**src/rtl/pwr_halt_pkg.sv**
```systemverilog
package pwr_halt_pkg;
  typedef enum logic [1:0] {
    ST_RUN    = 2'd0,
    ST_HALT   = 2'd1,
    ST_WAKE   = 2'd2,
    ST_RESUME = 2'd3
  } hs_state_e;
endpackage

```
**src/rtl/hs_wake_timer.sv**
```systemverilog
module hs_wake_timer #(
  parameter int SHORT_DLY = 256,
  parameter int LONG_DLY  = 4096
) (
  input  logic clk,
  input  logic rst_n,
  input  logic load,
  input  logic run,
  input  logic sel_long,
  output logic done
);
  localparam int CW = $clog2(LONG_DLY);

  logic [CW-1:0] cnt_q;
  logic [CW-1:0] lim_q;

  // The limit is latched at every (re)load so the window cannot shift mid-count.
  always_ff @(posedge clk or negedge rst_n) begin
    if (!rst_n) begin
      cnt_q <= '0;
      lim_q <= CW'(SHORT_DLY - 1);
    end else if (load) begin
      cnt_q <= '0;
      lim_q <= sel_long ? CW'(LONG_DLY - 1) : CW'(SHORT_DLY - 1);
    end else if (run) begin
      cnt_q <= cnt_q + 1'b1;
    end
  end

  assign done = run && (cnt_q == lim_q);
endmodule

```
**src/rtl/hs_fsm.sv**
```systemverilog
module hs_fsm
  import pwr_halt_pkg::*;
(
  input  logic      clk,
  input  logic      rst_n,
  input  logic      halt_req,
  input  logic      awu_en,
  input  logic      wdg_opt,
  input  logic      wake_irq,
  input  logic      rst_req,
  input  logic      dly_done,
  output hs_state_e state_q,
  output hs_state_e state_d,
  output logic      tmr_load,
  output logic      tmr_run,
  output logic      enter_halt,
  output logic      wdg_fire,
  output logic      src_rst_q
);
  logic src_rst_d;

  always_comb begin
    state_d    = state_q;
    tmr_load   = 1'b0;
    enter_halt = 1'b0;
    wdg_fire   = 1'b0;
    src_rst_d  = src_rst_q;
    unique case (state_q)
      ST_RUN: begin
        if (halt_req && !awu_en) begin
          if (wdg_opt) begin
            wdg_fire = 1'b1;
          end else begin
            state_d    = ST_HALT;
            enter_halt = 1'b1;
          end
        end
      end
      ST_HALT: begin
        if (rst_req || wake_irq) begin
          state_d   = ST_WAKE;
          tmr_load  = 1'b1;
          src_rst_d = rst_req;        // reset wins a tie
        end
      end
      ST_WAKE: begin
        if (rst_req) begin
          tmr_load  = 1'b1;           // restart the window
          src_rst_d = 1'b1;
        end else if (dly_done) begin
          state_d = ST_RESUME;
        end
      end
      ST_RESUME: begin
        state_d = ST_RUN;
      end
      default: state_d = ST_RUN;
    endcase
  end

  assign tmr_run = (state_q == ST_WAKE);

  always_ff @(posedge clk or negedge rst_n) begin
    if (!rst_n) begin
      state_q   <= ST_RUN;
      src_rst_q <= 1'b0;
    end else begin
      state_q   <= state_d;
      src_rst_q <= src_rst_d;
    end
  end
endmodule

```
**src/rtl/hs_out_regs.sv**
```systemverilog
module hs_out_regs
  import pwr_halt_pkg::*;
(
  input  logic      clk,
  input  logic      rst_n,
  input  hs_state_e state_d,
  input  logic      src_rst,
  input  logic      wdg_fire,
  output logic      osc_en,
  output logic      periph_clk_en,
  output logic      cpu_clk_en,
  output logic      wdg_rst_req,
  output logic      fetch_rst_vec,
  output logic      svc_irq
);
  logic core_on;
  logic resuming;

  assign core_on  = (state_d == ST_RUN) || (state_d == ST_RESUME);
  assign resuming = (state_d == ST_RESUME);

  always_ff @(posedge clk or negedge rst_n) begin
    if (!rst_n) begin
      osc_en        <= 1'b1;
      periph_clk_en <= 1'b1;
      cpu_clk_en    <= 1'b1;
      wdg_rst_req   <= 1'b0;
      fetch_rst_vec <= 1'b0;
      svc_irq       <= 1'b0;
    end else begin
      osc_en        <= (state_d != ST_HALT);
      periph_clk_en <= core_on;
      cpu_clk_en    <= core_on;
      wdg_rst_req   <= wdg_fire;
      fetch_rst_vec <= resuming && src_rst;
      svc_irq       <= resuming && !src_rst;
    end
  end
endmodule

```
**src/rtl/hs_irq_mask.sv**
```systemverilog
module hs_irq_mask
  import pwr_halt_pkg::*;
(
  input  logic      clk,
  input  logic      rst_n,
  input  hs_state_e state_q,
  input  hs_state_e state_d,
  input  logic      enter_halt,
  input  logic      src_rst,
  input  logic      iret_pop,
  output logic      irq_mask
);
  logic saved_q;
  logic to_resume;

  assign to_resume = (state_q == ST_WAKE) && (state_d == ST_RESUME);

  always_ff @(posedge clk or negedge rst_n) begin
    if (!rst_n) begin
      irq_mask <= 1'b1;
      saved_q  <= 1'b1;
    end else if (enter_halt) begin
      irq_mask <= 1'b0;
    end else if (to_resume) begin
      irq_mask <= 1'b1;
      saved_q  <= src_rst ? 1'b1 : irq_mask;
    end else if (iret_pop && (state_q == ST_RUN)) begin
      irq_mask <= saved_q;
    end
  end
endmodule

```
**src/rtl/pwr_halt_seq.sv**
```systemverilog
module pwr_halt_seq
  import pwr_halt_pkg::*;
#(
  parameter int SHORT_DLY = 256,
  parameter int LONG_DLY  = 4096
) (
  input  logic clk,
  input  logic rst_n,
  input  logic halt_req,
  input  logic awu_en,
  input  logic wdg_opt,
  input  logic wake_irq,
  input  logic rst_req,
  input  logic long_dly_sel,
  input  logic iret_pop,
  output logic osc_en,
  output logic periph_clk_en,
  output logic cpu_clk_en,
  output logic wdg_rst_req,
  output logic fetch_rst_vec,
  output logic svc_irq,
  output logic irq_mask
);
  hs_state_e st_q, st_d;
  logic tmr_load, tmr_run, tmr_done;
  logic enter_halt, wdg_fire, src_rst;

  hs_wake_timer #(.SHORT_DLY(SHORT_DLY), .LONG_DLY(LONG_DLY)) u_timer (
    .clk      (clk),
    .rst_n    (rst_n),
    .load     (tmr_load),
    .run      (tmr_run),
    .sel_long (long_dly_sel),
    .done     (tmr_done)
  );

  hs_fsm u_fsm (
    .clk        (clk),
    .rst_n      (rst_n),
    .halt_req   (halt_req),
    .awu_en     (awu_en),
    .wdg_opt    (wdg_opt),
    .wake_irq   (wake_irq),
    .rst_req    (rst_req),
    .dly_done   (tmr_done),
    .state_q    (st_q),
    .state_d    (st_d),
    .tmr_load   (tmr_load),
    .tmr_run    (tmr_run),
    .enter_halt (enter_halt),
    .wdg_fire   (wdg_fire),
    .src_rst_q  (src_rst)
  );

  hs_out_regs u_out (
    .clk           (clk),
    .rst_n         (rst_n),
    .state_d       (st_d),
    .src_rst       (src_rst),
    .wdg_fire      (wdg_fire),
    .osc_en        (osc_en),
    .periph_clk_en (periph_clk_en),
    .cpu_clk_en    (cpu_clk_en),
    .wdg_rst_req   (wdg_rst_req),
    .fetch_rst_vec (fetch_rst_vec),
    .svc_irq       (svc_irq)
  );

  hs_irq_mask u_mask (
    .clk        (clk),
    .rst_n      (rst_n),
    .state_q    (st_q),
    .state_d    (st_d),
    .enter_halt (enter_halt),
    .src_rst    (src_rst),
    .iret_pop   (iret_pop),
    .irq_mask   (irq_mask)
  );
endmodule

```
**config.mk**
```make
export PLATFORM = sky130hd
export DESIGN_NAME = pwr_halt_seq
export DESIGN_NICKNAME = d
export VERILOG_FILES = /design/src/rtl/pwr_halt_pkg.sv /design/src/rtl/hs_wake_timer.sv /design/src/rtl/hs_fsm.sv /design/src/rtl/hs_out_regs.sv /design/src/rtl/hs_irq_mask.sv /design/src/rtl/pwr_halt_seq.sv
export SDC_FILE = /design/constraint.sdc
export NUM_CORES = 1
export LEC_CHECK = 0
export BUFFER_PORTS_ARGS = -buffer_cell sky130_fd_sc_hd__buf_2
export CAP_MARGIN = 20
export CORE_MARGIN = 2
export CORE_UTILIZATION = 25
export DETAILED_ROUTE_END_ITERATION = 16
export GPL_TIMING_DRIVEN = 0
export PLACE_DENSITY = 0.42
export SYNTH_ARGS = -nofsm -noshare
export SYNTH_HDL_FRONTEND = slang
export SYNTH_SLANG_ARGS = --single-unit
```
**constraint.sdc**
```tcl
create_clock -name clk -period 3.1 [get_ports clk]
set_input_delay 0.155 -clock clk [delete_from_list [all_inputs] [get_ports clk]]
set_output_delay 0.155 -clock clk [all_outputs]
set_load 0.05 [all_outputs]
```
==> Word-level counts from Yosys, hierarchy flattened <==
Index checks and enable logic that the tools add are counted.
{ "totals": {"register_bits": 34, "latch_bits": 0, "ram_bits": 0, "rom_bits": 0, "input_bits": 9, "n_memories": 0} }
{ "classes": {"add_sub_neg": 1, "n_mul": 0, "div": 0, "order_cmp": 0, "eq_ne": 8, "shift": 0, "n_mux": 25, "bitwise": 1, "n_reduce_logical": 17} }
{ "ops": {"columns": ["cell", "count"], "rows": [
  ["12-bit 2-to-1 mux", 3],
  ["1-bit 2-to-1 mux", 14],
  ["12-bit by 1-bit adder with 12-bit output, second input constant", 1],
  ["12-bit == test", 1],
  ["2-bit 2-to-1 mux", 5],
  ["2-bit one-hot mux with 4 select lines", 1],
  ["2-bit == test, second input constant", 3],
  ["1-bit logical AND", 6],
  ["2-bit logical NOT", 2],
  ["2-bit by 1-bit != test with 1-bit output, second input constant", 2],
  ["1-bit one-hot mux with 2 select lines", 2],
  ["2-bit nonzero test", 2],
  ["3-bit AND reduction", 1],
  ["3-bit nonzero test", 1],
  ["2-bit by 1-bit == test with 1-bit output, second input constant", 1],
  ["1-bit logical NOT", 2],
  ["1-bit logical OR", 2],
  ["2-bit != test, second input constant", 1],
  ["2-bit AND reduction", 1],
  ["1-bit inverter", 1]
]} }

==> Depth between registers and ports, before layout <==
Gate-level depths: netlist of run 1.
{ "logic_depth": {"word_depth": 9, "mapped_depth": 9, "ltp_nobuf": 9} }

==> Hierarchy <==
From an unflattened synthesis of run 1, not the netlist that was laid out.
{ "hier_totals": {"cells_unflattened": 115, "area_unflattened_um2": 1209.9} }
{ "by_module_without_submodules": {"columns": ["module", "n_inst", "cells_per_inst", "area_per_inst_um2"], "rows": [
  ["hs_wake_timer", 1, 69, 691.9],
  ["hs_fsm", 1, 25, 229.0],
  ["hs_out_regs", 1, 12, 183.9],
  ["hs_irq_mask", 1, 9, 105.1]
]} }

==> Worst setup path after synthesis of run 1 <==
Ideal clock, no wire load.
{ "synth_timing": {"path_type": "reg2reg", "from": "register u_fsm.state_q[0]", "to": "register u_mask.saved_q", "arrival_time_ns": 1.983, "path_slack_ns": 1.023, "stages_incl_launch_ff": 10, "path_buffers": 0, "path_cell_list": "dfrtp_1 > inv_1 > ha_1 > nand4_2 > or4_1 > o211ai_2 > ha_1 > nand2_1 > o21ai_0 > o31ai_1"} }
{ "synth_between": {"elab_chain_cells": 8, "word_cells_on_any_way": 16, "cone_classes": "4 x eq/ne; 7 x mux; 1 x bitwise; 4 x reduce/logical"} }
{ "synth_rtl": {"columns": ["element", "line", "text"], "rows": [
  ["start, declared", "hs_fsm.sv:12", "output hs_state_e state_q,"],
  ["start signal, assigned", "hs_fsm.sv:68", "state_q <= state_d;"],
  ["2-bit == test", "hs_fsm.sv:28, hs_fsm.sv:61", null],
  ["1-bit logical AND", "hs_wake_timer.sv:30", "assign done = run && (cnt_q == lim_q);"],
  ["2-bit 2-to-1 mux", "hs_fsm.sv:50", "end else if (dly_done) begin"],
  ["2-bit 2-to-1 mux", "hs_fsm.sv:47", "if (rst_req) begin"],
  ["2-bit one-hot mux with 4 select lines (*)", "hs_fsm.sv:28", "unique case (state_q)"],
  ["named net st_d[0]", "pwr_halt_seq.sv:24", "hs_state_e st_q, st_d;"],
  ["2-bit == test (*)", "hs_irq_mask.sv:16", "assign to_resume = (state_q == ST_WAKE) && (state_d == ST_RESUME);"],
  ["1-bit logical AND (*)", "hs_irq_mask.sv:16", null],
  ["2-bit AND reduction (no line) (*)", null, null],
  ["end signal, assigned", "hs_irq_mask.sv:26", "saved_q <= src_rst ? 1'b1 : irq_mask;"],
  ["end, declared", "hs_irq_mask.sv:13", "logic saved_q;"]
]} }
Mark *: on every way through the listed nets, which the timed path passes. The rest lies on a longest branch.
A chain may end at the register's enable or synchronous reset.

==> Worst setup path after layout of run 1 <==
Same ends and word-level chain as after synthesis.

==> impl_metrics.tcl, run 1 <==
set metrics [dict create \
    maxSlewViolCount 0 \
    cts_buffer_depth 2 \
    drt_iter0_markers 99 \
    seq_power_share 0.384 \
    io_buffers 15 \
    cp_cell_sequence "inv_1, ha_1, nand4_2, or4_1, o211ai_2, ha_1, nand2_1, o31ai_1" \
    hold_viol 0 \
    drive_gt1_frac 0.194 \
    vias 909 \
    slowest_delay_ns 0.54 \
    ys_top_cells_by_area "dfrtp_1 (40%), dfstp_2 (8.9%), ha_1 (6.3%)" \
    r2r_end "u_mask.saved_q$_DFFE_PN1P_" \
    grt_pass1_wl_um 4040 \
    cpMostUsedCell "ha_1" \
    async_flop_share 1.00 \
    die_h_um 72.8 \
    postCtsSetupBuffers 0 \
    root_buffer "clkbuf_8" \
    dieWidth_um 72.8 \
    reg2regPathDepth 8 \
    power_frac_clock 0.148 \
    cts-buffers-inserted 3 \
    vdd_drop_max_mv 0.317 \
    rr_startpoint "u_fsm.state_q[0]$_DFF_PN0_" \
    final_cell_mix "dfrtp_1 (19), buf_2 (15), nand2_1 (8), nor2_1 (8), a21oi_1 (7)" \
    power.share.switching 0.434 \
    stdcell_count 188 \
    htreeDepth 1 \
    tightestPinTransition_ns 0.527 \
    synth-edff-count 0 \
    rsz0062_at_grt "no" \
    grt_max_degree 24 \
    netlist_area_mm2 0.00118 \
    start_kind "flip-flop" \
    r2r_slack_ns 0.72 \
    hp-class "in -> reg" \
    start_util 0.256 \
    fin_crit_sh 0.766 \
    std_cell_rows 25 \
    grt.total_usage 0.0989 \
    fin_worst_skew_ns 0.00210 \
    wl_met2_um 1070 \
    cts_num_sinks 23 \
    crit_arrival_ns 2.55 \
    min-delay-start "long_dly_sel" \
    path_max_fanout 8 \
    dieArea_mm2 0.00530 \
    antenna_found_initial 0 \
    insertion_delay_ns 0.26 \
    vias_per_cell 4.84 \
    netlist.area_leader.share 0.402 \
    ys_ff_latch 23 \
    p_int_uw 717 \
    synthDistinctLibCells 35 \
    whs_path_depth 2 \
    power.switching_uw 549 \
    crit_slowest_cell "or4_1" \
    synthesis.nets 129 \
    hpwlAfterDp_um 1770 \
    combPwrFrac 0.468 \
    tritoncts "yes" \
    core-area_mm2 0.00463 \
    maxUsedRoutingLayer "met4" \
    yosys.area.top_type "dfrtp_1" \
    avgSynthCellArea_um2 10.4 \
    overflow 0 \
    cts_resized 0 \
    drc 0 \
    required_ns 3.27 \
    finalSetupViolations 0 \
    setup_ws_ns 0.724 \
    synth-main-ff-cell "dfrtp_1" \
    final_nets 150 \
    area_delta_synth_final_pct 16.7 \
    place_ws_ns 0.681 \
    min_to "u_timer.lim_q[10]$_DFFE_PN0P_" \
    fmax_ghz 0.421 \
    wl_per_cell_um 12.7 \
    critPathKind "reg -> reg" \
    grt_pass1_vias 892 \
    wl_met3_um 44 \
    postRouteAntennaNets 0 \
    drv_cap 0 \
    power_density_mw_per_mm2 917 \
    outcome "completed" \
    cp_top_family "simple AND/OR/NAND/NOR gates" \
    hold_buffers 1 \
    slew_headroom 0.648 \
    ys_seq_area_frac 0.490 \
    met1Wirelength_um 1230 \
    fin_tns_setup_ns 0 \
    first_pass_iters 4 \
    fin_crit_ns 2.38 \
    place_congestion 0.744 \
    clk_pin_slew_worst_paths_ns 0.08 \
    diodes 0 \
    path_buf_inv 1 \
    crit_path_end_kind "flip-flop" \
    synthCells 114 \
    wl_um 2390 \
    ios 16 \
    p_leak_nw 0.615 \
    dp_cells 183 \
    yosysWarnings 0 \
    hold_slack_ns 0.103 \
    final_common_cell "dfrtp_1" \
]
logic make-up (layout without fill, tap and decap cells):
| kind of cell | after synthesis | count (layout) | synth area share |
|---|---|---|---|
| flip-flops | 23 | 23 | 0.490 |
| multiplexers | 5 | 5 | 0.0433 |
| adder cells (fa/ha/maj) | 6 | 6 | 0.0634 |
| buffers and inverters | 9 | 29 | 0.0349 |
| XOR/XNOR | 4 | 4 | 0.0296 |
| AO/OA/AOI/OAI | 23 | 23 | 0.126 |
| AND/OR/NAND/NOR | 44 | 44 | 0.212 |
metal layers:
layer / GRT usage / up-vias
met5: 0 / -
met4: 0.0535 / 0
met3: 0.0124 / 4
met2: 0.158 / 9
met1: 0.130 / 442
li1: - / 454
cell usage after synthesis, drive strengths merged (2+ instances only):
cell / count
nor3b: 2
nand3b: 2
nor4: 2
a21oi: 7
nor2: 8
xor2: 3
o211ai: 2
dfstp: 4
mux2i: 4
o21ai: 6
inv: 6
nand3: 6
nand4: 4
or3: 3
o31ai: 3
nand2: 8
o22a: 2
or4: 4
ha: 6
buf: 2
dfrtp: 19
state kept, by name (all words and copies together) (netlist names):
name	count
u_timer.cnt_q	12
u_fsm.state_q	2
u_fsm.src_rst_q	1
u_mask.irq_mask	1
u_mask.saved_q	1
u_out.fetch_rst_vec	1
u_out.osc_en	1
u_out.periph_clk_en	1
u_out.svc_irq	1
u_out.wdg_rst_req	1
u_timer.lim_q	1
final cells by class:
| type | count | area (um2) |
|---|---|---|
| buffer | 3 | 18.8 |
| clock buffer | 4 | 45.0 |
| fill | 494 | 3250 |
| inverter | 6 | 22.5 |
| multi-input combinational | 82 | 562 |
| sequential | 23 | 581 |
| tap | 54 | 67.6 |
| timing repair buffer | 16 | 85.1 |
how the worst max path moves through the flow:
stage                                    start                    endpoint  slack (ns)  cells after the start
floorplan           u_fsm.state_q[0]$_DFF_PN0_  u_mask.saved_q$_DFFE_PN1P_        1.02                      9
global placement    u_fsm.state_q[0]$_DFF_PN0_  u_mask.saved_q$_DFFE_PN1P_        0.73                      8
detailed placement  u_fsm.state_q[0]$_DFF_PN0_  u_mask.saved_q$_DFFE_PN1P_        0.68                      8
CTS                 u_fsm.state_q[0]$_DFF_PN0_  u_mask.saved_q$_DFFE_PN1P_        0.66                      8
global route        u_fsm.state_q[0]$_DFF_PN0_  u_mask.saved_q$_DFFE_PN1P_        0.51                      8
finish              u_fsm.state_q[0]$_DFF_PN0_  u_mask.saved_q$_DFFE_PN1P_        0.72                      8
power groups by stage:
stage | Sequential [mW] | Clock, mW | Combinational (mW)
floorplan | 0.572 | 0 | 0.377
global placement | 0.489 | 0 | 0.595
detailed placement | 0.492 | 0 | 0.602
CTS | 0.487 | 0.201 | 0.606
global route | 0.503 | 0.207 | 0.657
finish | 0.487 | 0.187 | 0.593
per-stage QoR:
| stage | util | area (um2) | power (mW) |
|---|---|---|---|
| after detailed placement | 0.286 | 1330 | 1.09 |
| final | 0.298 | 1380 | 1.27 |
| after global placement | 0.286 | 1330 | 1.08 |
| after global routing | 0.298 | 1380 | 1.37 |
| after floorplan | - | 1180 | 0.949 |
| after CTS | 0.298 | 1380 | 1.29 |
Power figures use the tool's default switching activity.
==> run 2: changes to the inputs <==
PLACE_DENSITY = 0.44   (was 0.42)
clock period = 2 ns   (was 3.1 ns; I/O delays follow)
==> run 2 against run 1 <==
Against the previous run:
- the run now ends with negative setup slack left
- largest power group unchanged
- setup slack lost 0.74 ns
- sequential power grew 53%
- clock-buffer cell count shrank 1
- fmax grew 18%
==> impl_metrics.tcl, run 2 (synthesized netlist as in run 1, its figures left out) <==
set metrics [dict create \
    tritoncts "yes" \
    start_util 0.256 \
    fmax_ghz 0.497 \
    diodes 0 \
    clk_pin_slew_worst_paths_ns 0.09 \
    final_area_mm2 0.00155 \
    final_nets 163 \
    maxUsedRoutingLayer "met4" \
    hp-class "in -> reg" \
    cts_buffer_depth 2 \
    cp_cell_sequence "inv_2, buf_6, ha_4, or4_4, o211ai_4, ha_2, nand2_2, o21ai_2, o31ai_2" \
    cts-buffers-inserted 3 \
    first_pass_iters 4 \
    start_kind "flip-flop" \
    vdd_drop_max_mv 0.387 \
    fin_crit_ns 2.01 \
    largest_reg_flops 12 \
    place_area_mm2 0.00134 \
    largest-register "u_timer.cnt_q" \
    drv_cap 0 \
    met1Wirelength_um 1270 \
    required_ns 2.17 \
    dieArea_mm2 0.00530 \
    total_power_mw 2.28 \
    power_density_mw_per_mm2 1470 \
    antenna_found_initial 0 \
    grt_pass1_vias 985 \
    drt_iter0_markers 29 \
    hold_viol 0 \
    p_leak_nw 0.683 \
    area_delta_synth_final_pct 30.7 \
    setup_ws_ns -0.0113 \
    dieWidth_um 72.8 \
    violations "negative setup slack" \
    insertion_delay_ns 0.27 \
    fin_worst_skew_ns 0.00929 \
    overflow 0 \
    final_common_cell "dfrtp_1" \
    drc 0 \
    finalSetupViolations 1 \
    grt_pass1_wl_um 4440 \
    wl_um 2680 \
    fin_crit_sh 1.01 \
    tightestPinTransition_ns 0.688 \
    utilization 0.334 \
    io_buffers 15 \
    place_congestion 0.792 \
    vias 979 \
    wl_met3_um 63 \
    slew_headroom 0.535 \
    hold_slack_ns 0.0449 \
    wl_met2_um 1310 \
    crit_arrival_ns 2.18 \
    std_cell_rows 25 \
    root_buffer "clkbuf_8" \
    cts_num_sinks 23 \
    grt_max_degree 24 \
    ios 16 \
    vias_per_cell 4.87 \
    hpwlAfterDp_um 1850 \
    top_regs "u_timer.cnt_q x12, u_fsm.state_q x2" \
    outcome "finished with violations" \
    crit_slowest_cell "or4_4" \
    core-area_mm2 0.00463 \
    wl_per_cell_um 13.3 \
    final_cell_mix "dfrtp_1 (19), buf_2 (15), buf_4 (14)" \
    grt.total_usage 0.108 \
    maxSlewViolCount 0 \
    crit_path_end_kind "flip-flop" \
    die_h_um 72.8 \
    critPathKind "reg -> reg" \
    fin_tns_setup_ns -0.0113 \
    htreeDepth 1 \
    rsz0062_at_grt "yes" \
    postRouteAntennaNets 0 \
    path_max_fanout 3 \
    drive_gt1_frac 0.340 \
    slowest_delay_ns 0.52 \
]
[run 2: layout make-up]
class | count | area (um2)
repair buffers | 29 | 186
flip-flops and latches | 23 | 581
well taps | 54 | 67.6
clock inverters | 1 | 5.00
fillers | 484 | 3080
plain buffers | 3 | 18.8
inverters | 6 | 22.5
multi-input cells | 82 | 624
clock buffers | 3 | 41.3
[run 2: stage by stage]
step | cells | worst slack (ns)
after floorplan | 114 | -0.0178
after global placement | 183 | -0.251
after detailed placement | 183 | -0.286
after CTS | 197 | -0.0269
after global routing | 201 | -0.0822
final | 201 | -0.0113
[run 2: routing by layer]
layer / up-vias / track usage
met5: - / 0
met4: 0 / 0.0556
met3: 5 / 0.0193
met2: 14 / 0.169
met1: 478 / 0.143
li1: 482 / -
[run 2: worst max-delay path, delay by kind of cell, from the launching register on]
kind / cells / cell delay (ns)
and+or+nand+nor: 2 / 0.60
buffers and inverters: 2 / 0.18
AOI/OAI and AO/OA: 3 / 0.40
DFF: 1 / 0.38
adders and majority gates: 2 / 0.37
[run 2: what timing repair did]
item                       in CTS  in global routing
pin swaps                       5                  4
buffers inserted                9                  4
setup endpoints to repair       5                  7
gates resized for setup        12                  2
hold buffers                    1                  0
hold endpoints to repair       19                  0
[run 2: worst paths after layout]
check	from	end	slack (ns)	cells after the start
worst max-delay path	u_fsm.state_q[0]$_DFF_PN0_	u_mask.saved_q$_DFFE_PN1P_	-0.01	9
worst min-delay path	long_dly_sel	u_timer.lim_q[10]$_DFFE_PN0P_	0.04	2
worst max register to register	u_fsm.state_q[0]$_DFF_PN0_	u_mask.saved_q$_DFFE_PN1P_	-0.01	9
worst min register to register	u_mask.saved_q$_DFFE_PN1P_	u_mask.saved_q$_DFFE_PN1P_	0.48	2
max in group asynchronous	rst_n	u_out.periph_clk_en$_DFF_PN1_	1.28	2
min in group asynchronous	rst_n	u_timer.cnt_q[8]$_DFFE_PN0P_	0.33	2
[run 2: where the power goes]
part	internal, mW	switching, mW
combinational	0.534	0.704
clock	0.139	0.155
sequential	0.634	0.113
